===== config.mk =====
export PLATFORM = sky130hd
export DESIGN_NAME = mode_key_guard
export DESIGN_NICKNAME = d
export VERILOG_FILES = /design/src/rtl/mkg_pkg.sv /design/src/rtl/mkg_step_check.sv /design/src/rtl/mkg_flags.sv /design/src/rtl/mkg_read_mux.sv /design/src/rtl/mode_key_guard.sv
export SDC_FILE = /design/constraint.sdc
export NUM_CORES = 1
export LEC_CHECK = 0
export BUFFER_PORTS_ARGS = -buffer_cell sky130_fd_sc_hd__buf_2
export CORE_MARGIN = 3
export CORE_UTILIZATION = 44
export DETAILED_ROUTE_END_ITERATION = 6
export PLACE_DENSITY = 0.89
export RECOVER_POWER = 50
export SYNTH_ARGS = -nofsm -noshare
export SYNTH_HDL_FRONTEND = slang
export SYNTH_SLANG_ARGS = --single-unit

===== constraint.sdc =====
create_clock -name clk -period 2 [get_ports clk]
set_clock_uncertainty 0.2 [all_clocks]
set_input_delay 0.2 -clock clk [delete_from_list [all_inputs] [get_ports clk]]
set_output_delay 0.2 -clock clk [all_outputs]
set_load 0.02 [all_outputs]

===== src/rtl/mkg_pkg.sv =====
// Package: shared state encoding for the keyed mode-write sequencer.
// Assumes a single write per clock cycle on the observed bus.
package mkg_pkg;

    // Progress of the keyed series: idle, key seen, value seen, complement seen.
    typedef enum logic [1:0] {
        SEQ_IDLE  = 2'd0,
        SEQ_ARMED = 2'd1,
        SEQ_VAL   = 2'd2,
        SEQ_INV   = 2'd3
    } seq_state_t;

endpackage


===== src/rtl/mkg_step_check.sv =====
// Module: mkg_step_check
// Follows the key / value / complement / value series on the write bus.
// Emits a one-cycle commit strobe with the committed bit, or a one-cycle
// abort strobe whenever the series is broken. Assumes one write per cycle.
module mkg_step_check
    import mkg_pkg::*;
#(
    parameter int                  ADDR_W    = 8,
    parameter int                  DATA_W    = 8,
    parameter logic [ADDR_W-1:0]   KEY_ADDR  = 8'h20,
    parameter logic [ADDR_W-1:0]   MODE_ADDR = 8'h21,
    parameter logic [DATA_W-1:0]   KEY_VAL   = 8'hA5
) (
    input  logic              clk,
    input  logic              rst_n,
    input  logic              wr_en,
    input  logic [ADDR_W-1:0] wr_addr,
    input  logic [DATA_W-1:0] wr_data,
    output logic              busy,
    output logic              commit_stb,
    output logic              commit_bit,
    output logic              abort_stb
);

    seq_state_t        state_q, state_d;
    logic [DATA_W-1:0] held_q, held_d;
    logic              hit_key, hit_mode, val_legal;

    // Decode which register the current write targets.
    always_comb begin
        hit_key   = wr_en && (wr_addr == KEY_ADDR);
        hit_mode  = wr_en && (wr_addr == MODE_ADDR);
        val_legal = (wr_data[DATA_W-1:1] == '0);
    end

    // Next-state and strobe logic for the keyed series.
    always_comb begin
        state_d    = state_q;
        held_d     = held_q;
        commit_stb = 1'b0;
        abort_stb  = 1'b0;
        if (hit_key) begin
            if (wr_data == KEY_VAL) begin
                state_d = SEQ_ARMED;
            end else begin
                abort_stb = 1'b1;
                state_d   = SEQ_IDLE;
            end
        end else if (hit_mode) begin
            unique case (state_q)
                SEQ_IDLE: begin
                    abort_stb = 1'b1;
                end
                SEQ_ARMED: begin
                    if (val_legal) begin
                        held_d  = wr_data;
                        state_d = SEQ_VAL;
                    end else begin
                        abort_stb = 1'b1;
                        state_d   = SEQ_IDLE;
                    end
                end
                SEQ_VAL: begin
                    if (wr_data == ~held_q) begin
                        state_d = SEQ_INV;
                    end else begin
                        abort_stb = 1'b1;
                        state_d   = SEQ_IDLE;
                    end
                end
                SEQ_INV: begin
                    state_d = SEQ_IDLE;
                    if (wr_data == held_q) begin
                        commit_stb = 1'b1;
                    end else begin
                        abort_stb = 1'b1;
                    end
                end
                default: state_d = SEQ_IDLE;
            endcase
        end else if (wr_en && (state_q != SEQ_IDLE)) begin
            abort_stb = 1'b1;
            state_d   = SEQ_IDLE;
        end
    end

    // State and held-value registers.
    always_ff @(posedge clk) begin
        if (!rst_n) begin
            state_q <= SEQ_IDLE;
            held_q  <= '0;
        end else begin
            state_q <= state_d;
            held_q  <= held_d;
        end
    end

    // Expose progress and the bit to be committed.
    always_comb begin
        busy       = (state_q != SEQ_IDLE);
        commit_bit = held_q[0];
    end

endmodule


===== src/rtl/mkg_flags.sv =====
// Module: mkg_flags
// Holds the committed mode bit and the sticky fault flag.
// Assumes commit and abort strobes are never high together.
module mkg_flags #(
    parameter int                  ADDR_W    = 8,
    parameter int                  DATA_W    = 8,
    parameter logic [ADDR_W-1:0]   STAT_ADDR = 8'h22
) (
    input  logic              clk,
    input  logic              rst_n,
    input  logic              wr_en,
    input  logic [ADDR_W-1:0] wr_addr,
    input  logic [DATA_W-1:0] wr_data,
    input  logic              commit_stb,
    input  logic              commit_bit,
    input  logic              abort_stb,
    output logic              mode_q,
    output logic              fault_q
);

    logic clear_req;

    // A zero written to the status register requests a fault clear.
    always_comb clear_req = wr_en && (wr_addr == STAT_ADDR) && (wr_data == '0);

    // Mode bit: loads only on a completed series.
    always_ff @(posedge clk) begin
        if (!rst_n)          mode_q <= 1'b0;
        else if (commit_stb) mode_q <= commit_bit;
    end

    // Fault flag: set by any abort, which wins over a clear request.
    always_ff @(posedge clk) begin
        if (!rst_n)         fault_q <= 1'b0;
        else if (abort_stb) fault_q <= 1'b1;
        else if (clear_req) fault_q <= 1'b0;
    end

endmodule


===== src/rtl/mkg_read_mux.sv =====
// Module: mkg_read_mux
// Combinational read-back of the mode and status registers.
// Assumes unused bits and unmapped addresses read as zero.
module mkg_read_mux #(
    parameter int                  ADDR_W    = 8,
    parameter int                  DATA_W    = 8,
    parameter logic [ADDR_W-1:0]   MODE_ADDR = 8'h21,
    parameter logic [ADDR_W-1:0]   STAT_ADDR = 8'h22
) (
    input  logic [ADDR_W-1:0] rd_addr,
    input  logic              mode_q,
    input  logic              fault_q,
    output logic [DATA_W-1:0] rd_data
);

    // Select the register addressed by rd_addr.
    always_comb begin
        rd_data = '0;
        if (rd_addr == MODE_ADDR)      rd_data[0] = mode_q;
        else if (rd_addr == STAT_ADDR) rd_data[0] = fault_q;
    end

endmodule


===== src/rtl/mode_key_guard.sv =====
// Module: mode_key_guard (top)
// Guards the one-bit operating-mode register behind a key write and a
// value / complement / value series, with a sticky fault flag.
// Assumes a single-cycle write bus and a synchronous active-low reset.
module mode_key_guard #(
    parameter int                  ADDR_W    = 8,
    parameter int                  DATA_W    = 8,
    parameter logic [ADDR_W-1:0]   KEY_ADDR  = 8'h20,
    parameter logic [ADDR_W-1:0]   MODE_ADDR = 8'h21,
    parameter logic [ADDR_W-1:0]   STAT_ADDR = 8'h22,
    parameter logic [DATA_W-1:0]   KEY_VAL   = 8'hA5
) (
    input  logic              clk,
    input  logic              rst_n,
    input  logic              wr_en,
    input  logic [ADDR_W-1:0] wr_addr,
    input  logic [DATA_W-1:0] wr_data,
    input  logic [ADDR_W-1:0] rd_addr,
    output logic [DATA_W-1:0] rd_data,
    output logic              mode_prog,
    output logic              fault
);

    logic seq_busy, commit_stb, commit_bit, abort_stb;
    logic mode_q, fault_q;

    mkg_step_check #(
        .ADDR_W(ADDR_W), .DATA_W(DATA_W),
        .KEY_ADDR(KEY_ADDR), .MODE_ADDR(MODE_ADDR), .KEY_VAL(KEY_VAL)
    ) i_step (
        .clk(clk), .rst_n(rst_n), .wr_en(wr_en), .wr_addr(wr_addr),
        .wr_data(wr_data), .busy(seq_busy), .commit_stb(commit_stb),
        .commit_bit(commit_bit), .abort_stb(abort_stb)
    );

    mkg_flags #(
        .ADDR_W(ADDR_W), .DATA_W(DATA_W), .STAT_ADDR(STAT_ADDR)
    ) i_flags (
        .clk(clk), .rst_n(rst_n), .wr_en(wr_en), .wr_addr(wr_addr),
        .wr_data(wr_data), .commit_stb(commit_stb), .commit_bit(commit_bit),
        .abort_stb(abort_stb), .mode_q(mode_q), .fault_q(fault_q)
    );

    mkg_read_mux #(
        .ADDR_W(ADDR_W), .DATA_W(DATA_W),
        .MODE_ADDR(MODE_ADDR), .STAT_ADDR(STAT_ADDR)
    ) i_rd (
        .rd_addr(rd_addr), .mode_q(mode_q), .fault_q(fault_q), .rd_data(rd_data)
    );

    // Drive the level outputs from the flag registers.
    always_comb begin
        mode_prog = mode_q;
        fault     = fault_q;
    end

endmodule


==> results_dict.tcl <==
set metrics [dict create \
    cts_tree "built" \
    setup_tns_ns 0 \
    rows 14 \
    grt_pass1_vias 674 \
    die_h_um 47.3 \
    cap_violations 0 \
    grt_antenna_before_repair 0 \
    power_density_nw_per_um2 506 \
    post-route-min-period_ns 1.66 \
    finalWeightedCongestion 0.780 \
    hold_path_class "input port to flop" \
    core_area_um2 1560 \
    final_cell_mix "buf_2 (27), dfxtp_1 (12), conb_1 (7)" \
    fp.dieArea_um2 2240 \
    viasPerCell 5.48 \
    grt_overflow 0 \
    fmax_mhz 602 \
    final-max-slew-violation-count 0 \
    vias 718 \
    p_leak_uw 0.000411 \
    hold_violations 0 \
    cts-buffers-inserted 3 \
    drtIter0Drc 16 \
    status "completed" \
    rsz0062_at_grt "false" \
    route.final.wire_length_um 1630 \
    dp_hpwl_um 1410 \
    fin_cells 131 \
    ys.flop_type "dfxtp_1" \
    synth_cells 84 \
    cp_slowest_cell "or3_1" \
    yosysTopAreaCellShare 0.320 \
    synthAdderAreaFrac 0 \
    drtAntennaViolNets 0 \
    clkLatencyLatePin_ns 0.27 \
    drive_above_1_share 0.287 \
    synth.avg_cell_area_um2 8.94 \
    synth_area_leaders "dfxtp_1 (32%), buf_4 (7.0%), and2_1 (6.7%)" \
    cp_slowest_stage_delay_ns 0.33 \
    synth-simple-area-share 0.378 \
    wl_per_cell_um 12.5 \
    diodes 0 \
    final_common_cell "buf_2" \
    critPathRequiredTime_ns 2.01 \
    setup_violations 0 \
    synth-xor-area-share 0.0933 \
    synth_enable_flop_cells 0 \
    dr.pass1.iters 4 \
    synth_top_cell_by_area "dfxtp_1" \
    synthesis.area_um2 751 \
    ctsHoldBuffers 0 \
    dieWidth_um 47.3 \
    synth.area.mux_share 0 \
    place_area_um2 886 \
    synth_cell_type_count 32 \
    ys_seq_area_frac 0.320 \
    ys_ff_latch 12 \
    grt_max_degree 8 \
    clock-sinks 12 \
    cts_htree_levels 1 \
    grtUsageTotal 0.163 \
    synth-compound-area-share 0.123 \
    grt_pass1_wl_um 2570 \
    cts_resized 0 \
    dp_cells 128 \
    clock_path_buffers 2 \
    critPathKind "flop to flop" \
    io_pins 37 \
    floorplan.initialDensity 0.482 \
    io_buffers 29 \
    crit_chain "xor2_1 -> nor4_1 -> nand3_1 -> or3_1 -> a21oi_1" \
    cts-root-buf "clkbuf_4" \
    endpoint_kind "flop" \
    stdcell_area_um2 906 \
    finalCritPeriodShare 0.830 \
    cp_max_fo 3 \
    rrSetupSlack_ns 0.34 \
    syn_to_final_growth_pct 20.7 \
    ys_async_sr_fraction 0 \
    drc 0 \
    ir_worst_vdd_mv 0.466 \
    synth_warnings 0 \
    nNetsFinal 144 \
    worstPathArrival_ns 1.67 \
    synth_top_family_by_area "simple AND/OR/NAND/NOR gates" \
    startpoint_type "flop" \
    clkTransAtPathRegs_ns 0.07 \
    post_cts_buffers 0 \
]
## Yosys cell counts, types with 3 or more instances
| master | instances |
|---|---|
| nand2_1 | 4 |
| and2_1 | 8 |
| buf_4 | 7 |
| dfxtp_1 | 12 |
| xnor2_1 | 3 |
| xor2_1 | 5 |
| nor4_1 | 5 |
| nor2_1 | 4 |
| o21ai_0 | 3 |
## through the flow
| stage | setup WS [ns] | power (uW) | hold slack, ns | util |
|---|---|---|---|---|
| final | 0.340 | 458 | 0.00840 | 0.581 |
| after global routing | 0.234 | 478 | 0.00706 | 0.581 |
| after CTS | 0.344 | 461 | 0.00241 | 0.583 |
| after detailed placement | 0.228 | 320 | 0.270 | 0.568 |
| after global placement | 0.281 | 318 | 0.265 | 0.568 |
| after floorplan | 0.500 | 289 | 0.118 | - |
## cell type report
cell class | count | area [um^2]
fill | 154 | 653
multi-input combinational | 69 | 473
sequential | 12 | 240
timing repair buffer | 29 | 143
clock buffer | 3 | 22.5
tap | 16 | 20.0
inverter | 2 | 7.51
## cell families (layout without fill, tap and decap cells)
family / count (synthesis) / in the layout
simple gates: 40 / 40
compound gates: 14 / 14
flops: 12 / 12
buf+inv: 9 / 34
xor+xnor: 8 / 8
other cells: 1 / 7
## path summary, 6_finish.rpt
path                    start                 to  cells after the start
max          i_step.held_q[4]     i_flags.mode_q                      5
max reg2reg  i_step.held_q[4]     i_flags.mode_q                      5
min reg2reg  i_step.held_q[5]   i_step.held_q[5]                      1
min                     rst_n  i_step.state_q[1]                      2
## registers in the layout, indices dropped and copies added (netlist names)
signal	cells
i_step.state_q	2
i_flags.fault_q	1
i_flags.mode_q	1
i_step.held_q	8
## critical path, delay by kind of cell, from the launching register on
kind	cells	cell delay, ns
compound gates	1	0.12
xor+xnor	1	0.17
flops	1	0.32
simple gates	3	0.80
## metal layers
layer  routed length [um]  global-route usage
met1                  638               0.163
met2                  838               0.316
met3                  155              0.0690
met4                    0              0.0166
met5                    0                   0
## where the power goes
part           internal, uW  switching, uW  total, uW
combinational          31.7           44.3       76.0
clock                  69.8           73.6        143
sequential              239         0.0877        239
(Power assumes the default switching activity.)
